File: src/rtl/spi_byte_master.sv
module spi_byte_master #(
  parameter int PRE_LO = 16,
  parameter int PRE_HI = 128,
  parameter int ADDR_W = 5
) (
  input  logic              clk,
  input  logic              rst_n,
  input  logic              bus_wr,
  input  logic              bus_rd,
  input  logic [ADDR_W-1:0] bus_addr,
  input  logic [31:0]       bus_wdata,
  output logic [31:0]       bus_rdata,
  output logic              spi_sclk,
  output logic              spi_mosi,
  input  logic              spi_miso,
  output logic              spi_cs_n
);
  localparam int DIV_W    = 5;
  localparam int HALF_MAX = PRE_HI * (2 ** DIV_W);
  localparam int CW       = $clog2(HALF_MAX);
  localparam logic [ADDR_W-1:0] A_CTRL = ADDR_W'(8'h00);
  localparam logic [ADDR_W-1:0] A_STAT = ADDR_W'(8'h04);
  localparam logic [ADDR_W-1:0] A_SYS  = ADDR_W'(8'h08);
  localparam logic [ADDR_W-1:0] A_TX   = ADDR_W'(8'h0C);
  localparam logic [ADDR_W-1:0] A_RX   = ADDR_W'(8'h10);

  logic [7:0]    ctrl_q, sys_q, rx_q, sh_out, sh_in;
  logic          busy, rx_full, phase, mosi_q;
  logic [3:0]    edge_cnt;
  logic [CW-1:0] div_cnt;
  logic [CW:0]   half_len;

  wire cpha    = ctrl_q[7];
  wire cpol    = ctrl_q[6];
  wire wr_ctrl = bus_wr && bus_addr == A_CTRL;
  wire wr_stat = bus_wr && bus_addr == A_STAT;
  wire wr_sys  = bus_wr && bus_addr == A_SYS;
  wire wr_tx   = bus_wr && bus_addr == A_TX;
  wire rd_rx   = bus_rd && bus_addr == A_RX;
  wire start   = wr_tx && !busy && sys_q[0];

  assign half_len = (ctrl_q[5] ? (CW+1)'(PRE_HI) : (CW+1)'(PRE_LO))
                  * ((CW+1)'(ctrl_q[DIV_W-1:0]) + (CW+1)'(1));

  wire       tick     = busy && ({1'b0, div_cnt} == half_len - (CW+1)'(1));
  wire       leading  = ~edge_cnt[0];
  wire       samp_now = tick && (leading ^ cpha);
  wire       shft_now = tick && !(leading ^ cpha);
  wire       last     = tick && edge_cnt == 4'd15;
  wire [7:0] sh_in_nx = {sh_in[6:0], spi_miso};

  always_ff @(posedge clk or negedge rst_n) begin
    if (!rst_n) begin
      ctrl_q <= '0;
      sys_q  <= '0;
    end else begin
      if (wr_ctrl && !busy) ctrl_q <= bus_wdata[7:0];
      if (wr_sys)           sys_q  <= bus_wdata[7:0];
    end
  end

  always_ff @(posedge clk or negedge rst_n) begin
    if (!rst_n) begin
      busy     <= 1'b0;
      phase    <= 1'b0;
      edge_cnt <= '0;
      div_cnt  <= '0;
      sh_out   <= '0;
      sh_in    <= '0;
      mosi_q   <= 1'b0;
    end else if (start) begin
      busy     <= 1'b1;
      phase    <= 1'b0;
      edge_cnt <= '0;
      div_cnt  <= '0;
      sh_out   <= bus_wdata[7:0];
      sh_in    <= '0;
      mosi_q   <= bus_wdata[7];
    end else if (busy) begin
      if (tick) begin
        div_cnt  <= '0;
        phase    <= ~phase;
        edge_cnt <= edge_cnt + 4'd1;
        if (samp_now) sh_in <= sh_in_nx;
        if (shft_now) begin
          mosi_q <= cpha ? sh_out[7] : sh_out[6];
          sh_out <= {sh_out[6:0], 1'b0};
        end
        if (last) busy <= 1'b0;
      end else begin
        div_cnt <= div_cnt + CW'(1);
      end
    end
  end

  always_ff @(posedge clk or negedge rst_n) begin
    if (!rst_n) begin
      rx_q    <= '0;
      rx_full <= 1'b0;
    end else if (last) begin
      rx_q    <= samp_now ? sh_in_nx : sh_in;
      rx_full <= 1'b1;
    end else if (wr_stat || rd_rx) begin
      rx_full <= 1'b0;
    end
  end

  always_comb begin
    unique case (bus_addr)
      A_CTRL:  bus_rdata = {24'd0, ctrl_q};
      A_STAT:  bus_rdata = {29'd0, rx_full, 1'b0, busy};
      A_SYS:   bus_rdata = {24'd0, sys_q};
      A_RX:    bus_rdata = {24'd0, rx_q};
      default: bus_rdata = 32'd0;
    endcase
  end

  assign spi_sclk = phase ^ cpol;
  assign spi_mosi = mosi_q;
  assign spi_cs_n = ~sys_q[0] | sys_q[6];

  assert_cs_source_R2: assert property (@(posedge clk) disable iff (!rst_n)
    !$stable(spi_cs_n) |-> $past(wr_sys));
  assert_phase_home_R4: assert property (@(posedge clk) disable iff (!rst_n)
    !busy |-> !phase);
  assert_busy_origin_R7: assert property (@(posedge clk) disable iff (!rst_n)
    $rose(busy) |-> $past(wr_tx && sys_q[0]));
  assert_rxfull_at_end_R8: assert property (@(posedge clk) disable iff (!rst_n)
    $rose(rx_full) |-> $fell(busy));
  assert_ctrl_frozen_R10: assert property (@(posedge clk) disable iff (!rst_n)
    (busy && $past(busy)) |-> $stable(ctrl_q));
endmodule

File: config.mk
export PLATFORM = sky130hd
export DESIGN_NAME = spi_byte_master
export DESIGN_NICKNAME = d
export VERILOG_FILES = /design/src/rtl/spi_byte_master.sv
export SDC_FILE = /design/constraint.sdc
export NUM_CORES = 1
export LEC_CHECK = 0
export CORE_AREA = 2 2 81 83
export DETAILED_ROUTE_END_ITERATION = 6
export DIE_AREA = 0 0 83 85
export DONT_BUFFER_PORTS = 1
export MAX_ROUTING_LAYER = met4
export PLACE_DENSITY_LB_ADDON = 0.12
export SLEW_MARGIN = 20
export SYNTH_ARGS = -nofsm -noshare
export SYNTH_HDL_FRONTEND = slang
export SYNTH_SLANG_ARGS = --single-unit
File: constraint.sdc
create_clock -name clk -period 7.95 [get_ports clk]
set_input_delay 0.3975 -clock clk [delete_from_list [all_inputs] [get_ports clk]]
set_output_delay 0.3975 -clock clk [all_outputs]
set_load 0.05 [all_outputs]
==> results.json, run 1 <==
{
  "cts.clk_slew.worst_paths_ns": 0.06,
  "hold_class": "primary input to register",
  "clock_sinks": 60,
  "yosysWarningCount": 0,
  "fin_cells": 477,
  "synthFlopType": "dfrtp_1",
  "drc": 0,
  "power.density_nw_per_um2": 273.3,
  "grt_antenna_before_repair": 0,
  "cp_max_fo": 18,
  "hold_viol_final": 0,
  "start_kind": "register",
  "worst_slack_ns": 2.616,
  "die_h_um": 85,
  "finalCriticalPeriod_ns": 5.334,
  "multi_input_area_um2": 2176,
  "worstPathArrival_ns": 5.58,
  "grt_pass1_wl_mm": 13.25,
  "fin_crit_sh_pct": 67.10,
  "clock_latency_ns": 0.32,
  "cts_resized": 0,
  "max_freq_ghz": 0.1875,
  "drt_wl_total_mm": 7.805,
  "ir_worst_vdd_mv": 0.2339,
  "dp_slack_ns": 2.611,
  "skew_ns": 0.008202,
  "layout_common_cells": "60 x dfrtp_1, 37 x nand2_1, 26 x nor2_1",
  "syn_inst": 397,
  "drt-initial-drc-count": 154,
  "firstDrtPassIters": 4,
  "synth_seq_cells": 60,
  "max_slew_margin_pct": 29.25,
  "grt_max_degree": 61,
  "num_vias": 2775,
  "crit_type": "register to register",
  "cp_data_required_time_ns": 8.19,
  "clockBufferDepth": 2,
  "antenna_cells": 0,
  "rows": 29,
  "die_area_um2": 7055,
  "syn_area_um2": 3884,
  "n_fill_cell": 496,
  "rsz0062_at_grt": "no",
  "finalSetupViolCount": 0,
  "synthDistinctLibCells": 51,
  "htreeDepth": 3,
  "gp_congestion": 0.8213,
  "fin_nets": 460,
  "tightest_slew_ns": 1.054,
  "grt_pass1_vias": 2778,
  "drt.antenna.violating_nets": 0,
  "grtUsageTotal_pct": 24.23,
  "maxCapViolCount": 0,
  "syn_to_final_growth_pct": 4.865,
  "hpwl_mm": 5.665,
  "overflow": 0,
  "end_kind": "register",
  "vias_per_cell": 5.818,
  "wl_per_cell_um": 16.36,
  "core_area_um2": 6205,
  "finalSetupTns_ns": 0,
  "io_buffers": 0,
  "drive_gt1_share_pct": 13.00,
  "io_pins": 77,
  "cts_made_buffers": 9,
  "cts-root-buf": "clkbuf_8",
  "status": "complete, no violations",
  "placed_cells": 461,
  "synth_enable_flop_cells": 0,
  "cts_setup_buffers": 0,
  "synth_seq_area_share_pct": 38.66,
  "slew_viol_final": 0,
  "avgSynthCellArea_um2": 9.783,
  "layout.cells.most_common": "dfrtp_1",
  "start_util_pct": 62.59,
  "die_x_um": 83,
  "async_reset_ff_share_pct": 100.0,
  "p_leak_nw": 1.805,
  "cts_tree": "yes",
  "final-seq-area_um2": 1501
}
kinds of logic after synthesis:
kind of cell	count (synthesis)	share of synthesized area [%]
XOR/XNOR	29	6.927
AO/OA/AOI/OAI	57	8.988
other	1	0.09656
buffers and inverters	53	7.700
AND/OR/NAND/NOR	129	17.94
adder cells (fa/ha/maj)	21	6.765
flip-flops	60	38.66
multiplexers	47	12.92
layer usage:
metal | global-route usage, % | wire length [µm] | up-vias
met1 | 30.73 | 3584 | 1352
met5 | - | 0 | -
met4 | 8.346 | 103 | 0
li1 | - | - | 1348
met2 | 38.49 | 3787 | 67
met3 | 5.739 | 330 | 8
sequential cells by signal (all words and copies together), names as in the netlist:
| name | flops |
|---|---|
| div_cnt | 12 |
| sys_q | 8 |
| sh_in | 8 |
| rx_q | 8 |
| edge_cnt | 4 |
| spi_mosi | 1 |
| phase | 1 |
| ctrl_q | 8 |
| rx_full | 1 |
| sh_out | 8 |
| busy | 1 |
final timing paths:
path | slack [ns] | startpoint | to | depth (start not counted)
min in group asynchronous | 0.61 | rst_n | div_cnt[0] | 2
max in group asynchronous | 7.08 | rst_n | sys_q[5] | 2
worst min-delay path | 0.21 | spi_miso | sh_in[0] | 2
worst min register to register | 0.50 | rx_full | rx_full | 2
worst max-delay path | 2.62 | ctrl_q[0] | sh_in[3] | 16
worst max register to register | 2.62 | ctrl_q[0] | sh_in[3] | 16
layout make-up:
type                       count  area share (%)
timing repair buffer           4           1.290
sequential                    60           36.87
tap                           77           2.366
inverter                      15           1.382
multi-input combinational    307           53.43
clock buffer                  12           3.810
clock inverter                 2          0.8602
worst max-delay path, stage by stage, from the launching register on:
cell and delay [ns]:
dfrtp_1 0.49, ha_1 0.30, and3_1 0.18, xnor2_1 0.22, nor2_1 0.09, ha_1 0.32, xnor2_1 0.13, ha_1 0.30
ha_1 0.31, ha_1 0.36, a21o_1 0.26, a211oi_1 0.24, nand3_1 0.15, nor4_2 0.33, nand2b_1 0.43, nor2b_1 0.85
mux2i_1 0.27
report_power, final:
part           internal [mW]  switching, mW
clock                  0.158          0.111
sequential             0.341         0.0429
combinational          0.194          0.267
cells in the mapped netlist, drive strengths merged (4+ instances only):
cell | number | share of area, %
dfrtp | 60 | 39
nand2 | 37 | 3.6
buf | 30 | 5.5
nor2 | 27 | 2.8
o21ai | 27 | 3.5
mux2 | 25 | 7.2
mux2i | 22 | 5.7
ha | 21 | 6.8
xnor2 | 20 | 4.7
inv | 15 | 1.4
nand3 | 13 | 1.7
xor2 | 9 | 2.2
a21oi | 8 | 1.0
clkbuf | 8 | 0.77
nand2b | 8 | 1.3
and3 | 6 | 0.97
nor2b | 6 | 1.2
nand3b | 4 | 0.77
nand4 | 4 | 0.64
o211ai | 4 | 0.77
through the flow:
stage / total power, mW / instance area [µm²] / utilization [%] / hold slack [ns]
after floorplan: 0.7599 / 3970 / - / 0.1019
after global placement: 0.8238 / 3845 / 61.97 / 0.1030
after detailed placement: 0.8354 / 3845 / 61.97 / 0.1027
after CTS: 1.116 / 4073 / 65.64 / 0.1898
after global routing: 1.193 / 4073 / 65.64 / 0.1942
final: 1.113 / 4073 / 65.64 / 0.2051
what timing repair did:
action	4_1_cts	5_1_grt
endpoints found under the setup margin	0	0
hold buffers	2	0
hold endpoints to repair	60	0
(Power assumes the default switching activity.)
==> run 2, diff against run 1 <==
--- a/config.mk
+++ b/config.mk
@@ -5,9 +5,9 @@
 export SDC_FILE = /design/constraint.sdc
 export NUM_CORES = 1
 export LEC_CHECK = 0
-export CORE_AREA = 2 2 81 83
+export CORE_AREA = 2 2 85 87
 export DETAILED_ROUTE_END_ITERATION = 6
-export DIE_AREA = 0 0 83 85
+export DIE_AREA = 0 0 87 89
 export DONT_BUFFER_PORTS = 1
 export MAX_ROUTING_LAYER = met4
 export PLACE_DENSITY_LB_ADDON = 0.12
==> constraint.sdc (replaced) <==
create_clock -name clk -period 4.9 [get_ports clk]
set_input_delay 0.245 -clock clk [delete_from_list [all_inputs] [get_ports clk]]
set_output_delay 0.245 -clock clk [all_outputs]
set_load 0.05 [all_outputs]
==> run 2 against run 1 <==
Net effect: critical path depth increased by 2; non-clock buffer count increased by 6; clock power increased by 110%; die area increased by 9.8%; critical path type unchanged.
==> results.json, run 2 (synthesized netlist as in run 1, its figures left out) <==
{
  "finalSetupViolCount": 0,
  "drt-initial-drc-count": 103,
  "pwr-share-seq_pct": 31.9,
  "dp_slack_ns": 0.3122,
  "rows": 30,
  "placed_cells": 470,
  "tightest_slew_ns": 1.015,
  "utilization_pct": 62.25,
  "max_freq_ghz": 0.2195,
  "largest_reg_flops": 12,
  "die_h_um": 89,
  "finalInstanceArea_um2": 4183,
  "r2r_cells": 18,
  "hpwl_mm": 5.915,
  "grt_max_degree": 61,
  "fin_nets": 466,
  "regMostFlops": "div_cnt",
  "grtUsageTotal_pct": 23.46,
  "grt_antenna_before_repair": 0,
  "power.density_nw_per_um2": 459.4,
  "drt_wl_total_mm": 8.045,
  "placed_area_um2": 3894,
  "p_int_mw": 1.225,
  "layout_common_cells": "60 x dfrtp_1, 37 x nand2_1, 26 x nor2_1",
  "cts_tree": "yes",
  "status": "complete, no violations",
  "crit_type": "register to register",
  "drt.antenna.violating_nets": 0,
  "p_total_mw": 1.921,
  "syn_to_final_growth_pct": 7.700,
  "layout.cells.most_common": "dfrtp_1",
  "die_x_um": 87,
  "worst_slack_ns": 0.3434,
  "hold_depth": 2,
  "wl_per_cell_um": 16.49,
  "clock_sinks": 60,
  "fin_crit_sh_pct": 92.99,
  "drc": 0,
  "io_pins": 77,
  "die_area_um2": 7743,
  "slew_viol_final": 0,
  "finalCriticalPeriod_ns": 4.557,
  "clock_latency_ns": 0.34,
  "cts.clk_slew.worst_paths_ns": 0.07,
  "hold_viol_final": 0,
  "min_from": "bus_wdata[0]",
  "min_to": "sh_out[0]",
  "gp_congestion": 0.7704,
  "clockPowerShare_pct": 28.8,
  "cts_made_buffers": 9,
  "htreeDepth": 3,
  "clockBufferDepth": 2,
  "io_buffers": 0,
  "firstDrtPassIters": 4,
  "drive_gt1_share_pct": 15.20,
  "maxCapViolCount": 0,
  "cp_data_required_time_ns": 5.17,
  "overflow": 0,
  "rsz0062_at_grt": "no",
  "finalSetupTns_ns": 0,
  "start_kind": "register",
  "grt_pass1_vias": 2713,
  "antenna_cells": 0,
  "vias_per_cell": 5.662,
  "grt_pass1_wl_mm": 13.37,
  "p_sw_uw": 696.6,
  "worstPathArrival_ns": 4.83,
  "end_kind": "register",
  "num_vias": 2763,
  "cp_max_fo": 12,
  "cts-root-buf": "clkbuf_8",
  "hold_class": "primary input to register",
  "rr_startpoint": "ctrl_q[1]",
  "p_leak_nw": 1.859,
  "ff2ff_setup_slack_ns": 0.34,
  "core_area_um2": 6719,
  "fin_cells": 488,
  "max_slew_margin_pct": 31.88,
  "regToRegEndpoint": "edge_cnt[3]",
  "timing.hold.ws_ns": 0.03997,
  "switching_share_pct": 36.25,
  "power_frac_comb_pct": 39.3,
  "ir_worst_vdd_mv": 0.2784,
  "skew_ns": 0.01104,
  "start_util_pct": 57.80
}
==> run 2: cell count changes in the layout (fill, tap and decap cells not counted), sizes merged <==
cell      delta
bufinv       +2
clkbuf       -2
clkinv       +1
buf          +6
clkinvlp     +1
==> run 2: power groups by stage <==
stage / clock network (mW) / registers, mW / logic (mW)
finish: 0.553 / 0.613 / 0.756
global route: 0.584 / 0.622 / 0.847
CTS: 0.559 / 0.613 / 0.759
detailed placement: 0 / 0.622 / 0.738
global placement: 0 / 0.619 / 0.729
floorplan: 0 / 0.607 / 0.626
==> run 2: critical path, stage by stage, from the launching register on <==
cell and delay [ns]:
dfrtp_1 0.42, ha_1 0.25, and3_1 0.18, xnor2_1 0.18
nor2_1 0.09, ha_1 0.32, xnor2_1 0.13, ha_1 0.30
ha_1 0.30, ha_1 0.36, a21o_1 0.26, a21o_1 0.19
nand2_1 0.06, nand3_1 0.10, nor4_2 0.34, nand2b_2 0.20
buf_4 0.22, or4_1 0.51, nand2_1 0.08
==> run 2: worst max-delay path by stage <==
stage,endpoint,startpoint,cells past startpoint,slack (ns)
2_1_floorplan,rx_q[0],ctrl_q[0],18,0.77
3_3_place_gp,edge_cnt[3],ctrl_q[1],17,0.29
3_5_place_dp,edge_cnt[3],ctrl_q[1],17,0.31
4_1_cts,edge_cnt[3],ctrl_q[1],17,0.27
5_1_grt,edge_cnt[3],ctrl_q[1],17,0.05
6_report,edge_cnt[3],ctrl_q[1],18,0.34
==> run 2: final cells by class <==
| cell class | instances | area (µm²) |
|---|---|---|
| clock buffer | 10 | 137.6 |
| clock inverter | 6 | 111.4 |
| fill | 555 | 2536 |
| inverter | 15 | 56.30 |
| multi-input combinational | 307 | 2178 |
| sequential | 60 | 1501 |
| tap | 80 | 100.1 |
| timing repair buffer | 10 | 97.59 |
==> run 2: layer usage <==
layer,vias to the layer above,global-route usage (%),wire length (µm)
met4,0,8.949,68
met2,73,37.96,3989
li1,1356,-,-
met1,1328,28.88,3651
met3,6,5.078,335
met5,-,-,0
==> run 2: what timing repair did <==
item	in CTS	in global routing
buffers inserted	0	0
hold buffers	2	0
gates resized for setup	0	1
endpoints found under the hold margin	60	0
endpoints found under the setup margin	0	2
